<file path="src/rtl/px_lut_pkg.sv">
package px_lut_pkg;
  localparam int CH_W   = 8;              // output component width
  localparam int NARROW = 6;              // stored width in narrow mode
  localparam int FILL_W = CH_W - NARROW;  // bits replicated on widening
  localparam int N_CH   = 3;              // red, green, blue
  localparam int RGB_W  = N_CH * CH_W;
  localparam int REQ_W  = 4;

  typedef logic [CH_W-1:0] chan_t;
  typedef logic [N_CH-1:0][CH_W-1:0] rgb_t;   // [2]=red [1]=green [0]=blue

  typedef enum logic {
    CW_NARROW = 1'b0,
    CW_FULL   = 1'b1
  } cwidth_e;

  // any request other than a full byte falls back to the narrow width
  function automatic cwidth_e decode_width(input logic [REQ_W-1:0] req);
    return (req == REQ_W'(CH_W)) ? CW_FULL : CW_NARROW;
  endfunction

  // widen a narrow component by repeating its top bits underneath
  function automatic chan_t widen_narrow(input chan_t c);
    return {c[NARROW-1:0], c[NARROW-1 -: FILL_W]};
  endfunction

  // sync inputs are active-high; a clear polarity bit inverts
  function automatic logic polarize(input logic s, input logic pol);
    return pol ? s : ~s;
  endfunction
endpackage

</file>
<file path="src/rtl/px_index_mask.sv">
module px_index_mask #(
  parameter int IDX_W = 8
) (
  input  logic [IDX_W-1:0] pix_idx,
  input  logic [IDX_W-1:0] pix_mask,
  output logic [IDX_W-1:0] tbl_addr
);
  always_comb tbl_addr = pix_idx & pix_mask;
endmodule

</file>
<file path="src/rtl/px_width_latch.sv">
module px_width_latch
  import px_lut_pkg::*;
(
  input  logic             clk,
  input  logic             rst_n,
  input  logic [REQ_W-1:0] width_req,
  output cwidth_e          mode
);
  // loaded only while reset is held, so the mode is fixed for a session
  always_ff @(posedge clk) begin
    if (!rst_n) mode <= decode_width(width_req);
  end
endmodule

</file>
<file path="src/rtl/px_colour_stage.sv">
module px_colour_stage
  import px_lut_pkg::*;
(
  input  logic    clk,
  input  logic    rst_n,
  input  cwidth_e mode,
  input  rgb_t    raw,
  output rgb_t    shaped,
  output rgb_t    rgb_q
);
  for (genvar c = 0; c < N_CH; c++) begin : g_ch
    always_comb shaped[c] = (mode == CW_FULL) ? raw[c] : widen_narrow(raw[c]);
  end

  always_ff @(posedge clk or negedge rst_n) begin
    if (!rst_n) rgb_q <= '0;
    else        rgb_q <= shaped;
  end
endmodule

</file>
<file path="src/rtl/px_sync_pipe.sv">
module px_sync_pipe
  import px_lut_pkg::*;
#(
  parameter int N_SYNC = 2,
  parameter int DEPTH  = 2
) (
  input  logic              clk,
  input  logic              rst_n,
  input  logic [N_SYNC-1:0] sync_in,
  input  logic [N_SYNC-1:0] pol,
  output logic [N_SYNC-1:0] sync_mid,
  output logic [N_SYNC-1:0] sync_out
);
  logic [N_SYNC-1:0] st [DEPTH];
  logic [N_SYNC-1:0] adj;

  for (genvar s = 0; s < N_SYNC; s++) begin : g_pol
    always_comb adj[s] = polarize(sync_in[s], pol[s]);
  end

  for (genvar d = 0; d < DEPTH; d++) begin : g_st
    if (d == 0) begin : g_head
      always_ff @(posedge clk or negedge rst_n) begin
        if (!rst_n) st[0] <= '0;
        else        st[0] <= adj;
      end
    end else begin : g_tail
      always_ff @(posedge clk or negedge rst_n) begin
        if (!rst_n) st[d] <= '0;
        else        st[d] <= st[d-1];
      end
    end
  end

  assign sync_mid = st[0];
  assign sync_out = st[DEPTH-1];
endmodule

</file>
<file path="src/rtl/px_lookup_path.sv">
module px_lookup_path
  import px_lut_pkg::*;
#(
  parameter int IDX_W = 8
) (
  input  logic             clk,
  input  logic             rst_n,
  input  logic [3:0]       width_req,
  input  logic [IDX_W-1:0] pix_idx,
  input  logic [IDX_W-1:0] pix_mask,
  input  logic [7:0]       gen_ctrl,
  input  logic             hsync_in,
  input  logic             vsync_in,
  output logic [IDX_W-1:0] lut_addr,
  input  logic [23:0]      lut_rdata,
  output logic [23:0]      rgb_out,
  output logic             hsync_out,
  output logic             vsync_out,
  output logic             mux_out
);
  localparam int TBL_LAT   = 1;                // synchronous table read
  localparam int LAT       = TBL_LAT + 1;      // plus the colour register
  localparam int N_SYNC    = 2;
  localparam int HPOL_BIT  = 0;
  localparam int VPOL_BIT  = 1;
  localparam int MUX_BIT   = 7;

  // named internal events, brought out for the checker
  cwidth_e           wide_mode;
  rgb_t              shaped_rgb;
  rgb_t              rgb_q;
  logic [N_SYNC-1:0] sync_mid;
  logic [N_SYNC-1:0] sync_q;

  px_index_mask #(.IDX_W(IDX_W)) i_mask (
    .pix_idx  (pix_idx),
    .pix_mask (pix_mask),
    .tbl_addr (lut_addr)
  );

  px_width_latch i_width (
    .clk       (clk),
    .rst_n     (rst_n),
    .width_req (width_req),
    .mode      (wide_mode)
  );

  px_colour_stage i_colour (
    .clk    (clk),
    .rst_n  (rst_n),
    .mode   (wide_mode),
    .raw    (rgb_t'(lut_rdata)),
    .shaped (shaped_rgb),
    .rgb_q  (rgb_q)
  );

  px_sync_pipe #(.N_SYNC(N_SYNC), .DEPTH(LAT)) i_sync (
    .clk      (clk),
    .rst_n    (rst_n),
    .sync_in  ({vsync_in, hsync_in}),
    .pol      ({gen_ctrl[VPOL_BIT], gen_ctrl[HPOL_BIT]}),
    .sync_mid (sync_mid),
    .sync_out (sync_q)
  );

  assign rgb_out   = rgb_q;
  assign hsync_out = sync_q[0];
  assign vsync_out = sync_q[1];
  assign mux_out   = gen_ctrl[MUX_BIT];
endmodule

</file>
<file path="config.mk">
export PLATFORM = sky130hd
export DESIGN_NAME = px_lookup_path
export DESIGN_NICKNAME = d
export VERILOG_FILES = /design/src/rtl/px_lut_pkg.sv /design/src/rtl/px_index_mask.sv /design/src/rtl/px_width_latch.sv /design/src/rtl/px_colour_stage.sv /design/src/rtl/px_sync_pipe.sv /design/src/rtl/px_lookup_path.sv
export SDC_FILE = /design/constraint.sdc
export NUM_CORES = 1
export LEC_CHECK = 0
export BUFFER_PORTS_ARGS = -buffer_cell sky130_fd_sc_hd__buf_2
export CAP_MARGIN = 10
export CORE_MARGIN = 3
export CORE_UTILIZATION = 35
export CTS_CLUSTER_DIAMETER = 120
export DETAILED_ROUTE_END_ITERATION = 8
export PLACE_DENSITY = 0.74
export SYNTH_ARGS = -nofsm -noshare
export SYNTH_HDL_FRONTEND = slang
export SYNTH_SLANG_ARGS = --single-unit
</file>
<file path="constraint.sdc">
create_clock -name clk -period 1 [get_ports clk]
set_input_delay 0.2 -clock clk [delete_from_list [all_inputs] [get_ports clk]]
set_output_delay 0.2 -clock clk [all_outputs]
set_load 0.005 [all_outputs]
</file>
**Word-level counts from Yosys, hierarchy flattened**

Index checks and enable logic that the tools add are counted.

- Register bits after elaboration: 29
- Input bits: 56
- Output and inout bits: 35
- Logic and storage cells: 16

- Equality and inequality tests: 1
- Mux-type cells: 6
- Bitwise operators: 3

Operators with widths:

| kind | number |
|---|---|
| 8-bit 2-to-1 mux | 3 |
| 8-bit AND | 1 |
| 4-bit == test, second input constant | 1 |
| 1-bit 2-to-1 mux | 3 |
| 1-bit NOT | 2 |

**Longest topological paths before layout**

- Depth in word-level cells: 2
- Mapped depth: 3
- Mapped depth without buffers: 1

**Hierarchy**

Synthesis repeated with hierarchy kept, for this count alone.

- Cell total of the unflattened synthesis: 69
- Area, all modules: 1221.2 µm²

By module, submodules not included:

| module | times used | cells an instance | area each (µm²) | sequential area each (µm²) |
|---|---|---|---|---|
| px_colour_stage | 1 | 51 | 997.2 | 600.6 |
| px_sync_pipe | 1 | 6 | 117.6 | 100.1 |
| px_index_mask | 1 | 8 | 50.0 | 0.0 |
| px_width_latch | 1 | 3 | 48.8 | 30.0 |
| px_lookup_path | 1 | 1 | 7.5 | 0.0 |

**Worst setup path after synthesis**

OpenSTA, ideal clock, no wires.

- Kind: register to register
- From: register i_width.mode
- To: register i_colour.rgb_q[0] (netlist name)
- Setup time: 125 ps
- Data arrival time: 924 ps
- Required time: 875 ps
- Slack: -49 ps
- Stages on the path, launching flop included: 4
- Clock period less this slack: 1049 ps
- Path through: edfxtp_1 -> buf_6 -> buf_12 -> mux2_4

RTL lines:

| what | line | RTL |
|---|---|---|
| start, declared | px_width_latch.sv:7 | `output cwidth_e mode` |
| start signal, assigned | px_width_latch.sv:11 | `if (!rst_n) mode <= decode_width(width_req);` |
| end signal, assigned | px_colour_stage.sv:17 | `else rgb_q <= shaped;` |
| end, declared | px_colour_stage.sv:9 | `output rgb_t rgb_q` |

==> qor.txt <==
Final clock skew = 0.00475 ns
Endpoints failing setup = 46
Internal = 1970 uW
Post-CTS Setup Inserts = 0
Status = complete, but fails checks
Largest net degree at the start of global routing = 29
Tmin final = 1.06 ns
RSZ-0062 raised after global routing = true
Number of instances on the worst hold path = 2
R2R Setup Slk = -0.06 ns
Register bit total from synthesis = 29
Pwr/cell area = 1460 mW/mm^2
Global-route wire length before repair = 3880 um
Total CTS buffers = 5
WL/cell = 12.3 um
Commonest non-fill, non-tap cell in the layout = buf_2
Max-cap violations = 0
Worst hold path type = input port to flip-flop
Post-synthesis net count = 125
CP required = 1.21 ns
Worst vdd ir = 0.000725 V
Sequential fraction of the synthesis area = 0.601
Crit path DAT = 1.28 ns
Core ar. = 0.00318 mm^2
Combinational fraction of design power = 0.179
Post-route ant nets = 0
Root Buffer = clkbuf_4
Reg2reg end = i_colour.rgb_q[6]$_DFF_PN0_
Routed WL = 2500 um
CTS clk-pin slew, worst paths = 0.09 ns
H-tree Lvls = 2
Number of diodes = 0
Crit path max-delay family = flip-flops
Die H = 64.9 um
Placed inst area = 0.00166 mm^2
Cells after Synth = 69
Hold Path Origin = vsync_in
Critical Path Fanout Max = 8
DR iter-0 viols = 10
Psw = 586 uW
GRT Util Overall = 0.127
Initial core utilization = 0.382
Buffers on Ports = 83
Share of layout cells above drive strength 1 = 0.738
Clk buf depth = 2
Clk pwr share = 0.311
Pleak = 0.000949 uW
Switching Share = 0.229
Cell area after synthesis = 0.00121 mm^2
CP Buf/Inv Count = 1
Worst Tran Pin Value = 0.337 ns
Die area = 0.00421 mm^2
Worst slew margin = 0.775
Failing checks = setup timing
WHS = 0.0752 ns
First-pass DRT Iterations = 2
TritonCTS Sinks = 29
Die width = 64.9 um
Hold path endpoint = i_sync.sync_mid[1]$_DFF_PN0_
Critical path, cell by cell = buf_4, mux2_2
Placer Congestion = 0.706
CTS tree = done
Synth cell types = 11
Final Hold Viols = 0
Gr ovfl total = 0
Cell area after layout = 0.00175 mm^2
# nets final = 215
CP endpoint kind = flip-flop
Via count = 886
Vias per inst = 4.34
Max Freq = 0.940 GHz
Worst r2r path cells = 2
Initial antenna violation count = 0
CP Class = flip-flop to flip-flop
Worst setup margin = -0.0639 ns
Sequential Power Share = 0.510
Commonest non-fill, non-tap cells in the layout = buf_2, dfrtp_1, mux2_4, and2_1, clkbuf_4
Post-DP HPWL = 2070 um
Placement Rows = 20
Slowest stage delay, CP = 0.41 ns
Number of global-route vias before repair = 930
Slowest-stage cell, CP = edfxtp_1
Ports = 91
Startpoint Class = flip-flop
Pins Over Slew Limit = 0
Worst-Skew Late Latency = 0.32 ns
YS warnings = 0
R2r startpoint = i_width.mode$_DFFE_PN_
Final period utilization = 1.06
Post-Syn Area per Cell = 17.6 um^2
Area grow syn2layout = 43.7%
Drc violations = 0
final cells by class:
cell class                 count  area, um^2
fill                         289        1430
sequential                    29         731
timing repair buffer          87         460
multi-input combinational     35         425
clock buffer                   7        65.1
tap                           44        55.1
clock inverter                 1        5.00
inverter                       1        3.75
worst max path at each step:
| stage | cells past startpoint | start | endpoint | slack (ns) |
|---|---|---|---|---|
| after global routing | 2 | i_width.mode$_DFFE_PN_ | i_colour.rgb_q[4]$_DFF_PN0_ | -0.11 |
| after detailed placement | 2 | i_width.mode$_DFFE_PN_ | i_colour.rgb_q[6]$_DFF_PN0_ | -0.06 |
| final | 2 | i_width.mode$_DFFE_PN_ | i_colour.rgb_q[6]$_DFF_PN0_ | -0.06 |
| after global placement | 2 | i_width.mode$_DFFE_PN_ | i_colour.rgb_q[6]$_DFF_PN0_ | -0.05 |
| after CTS | 2 | i_width.mode$_DFFE_PN_ | i_colour.rgb_q[6]$_DFF_PN0_ | -0.07 |
| after floorplan | 3 | i_width.mode$_DFFE_PN_ | i_colour.rgb_q[0]$_DFF_PN0_ | -0.05 |
flip-flops by register name, summed over array words and instances (netlist names):
| register | cells |
|---|---|
| i_sync.sync_mid | 2 |
| i_sync.sync_out | 2 |
| i_width.mode | 1 |
| i_colour.rgb_q | 24 |
power by group through the flow:
stage	sequential, uW	combinational [uW]	clock (uW)
3_5_place_dp	1330	460	0
5_1_grt	1310	498	896
3_3_place_gp	1320	446	0
6_report	1300	457	795
2_1_floorplan	1340	209	0
4_1_cts	1300	464	826
per-stage QoR:
| step | worst slack, ns | setup TNS (ns) | cells | total power, uW | utilization |
|---|---|---|---|---|---|
| floorplan | -0.0489 | -0.978 | 69 | 1550 | - |
| global placement | -0.0508 | -0.715 | 195 | 1770 | 0.523 |
| detailed placement | -0.0610 | -0.839 | 195 | 1790 | 0.523 |
| CTS | -0.0704 | -1.93 | 204 | 2590 | 0.548 |
| global route | -0.111 | -3.46 | 204 | 2700 | 0.549 |
| finish | -0.0639 | -1.35 | 204 | 2550 | 0.549 |
logic make-up (layout without fill, tap and decap cells):
| family | Yosys count | after routing | synth area share |
|---|---|---|---|
| mux | 24 | 24 | 0.284 |
| simple gates | 9 | 9 | 0.0484 |
| buf+inv | 5 | 96 | 0.0515 |
| flops | 29 | 29 | 0.601 |
| xor+xnor | 2 | 2 | 0.0144 |
worst register-to-register path: cells and delay by family, from the launching register on:
kind / cells / cell delay, ns
muxes: 1 / 0.35
buffers and inverters: 1 / 0.21
DFF: 1 / 0.41
synth_stat cells, drive strengths merged:
library cell,count,share of area
buf,4,0.048
edfxtp,1,0.025
mux2,24,0.28
dfrtp,28,0.58
inv,1,0.0031
xnor2,2,0.014
and2,8,0.041
nor4b,1,0.0072
timing repair:
item                                   4_1_cts  5_1_grt
setup endpoints to repair                   50       50
hold buffers                                 1        0
gates resized for setup                      0        1
endpoints found under the hold margin       28        0
layer usage:
layer | wire [um] | up-vias | track usage | share of wire
li1 | - | 410 | - | -
met1 | 816 | 400 | 0.106 | 0.33
met2 | 1230 | 71 | 0.227 | 0.49
met3 | 422 | 5 | 0.0849 | 0.17
met4 | 40 | 0 | 0.0554 | 0.016
met5 | 0 | - | 0 | 0
(Power assumes the default switching activity.)
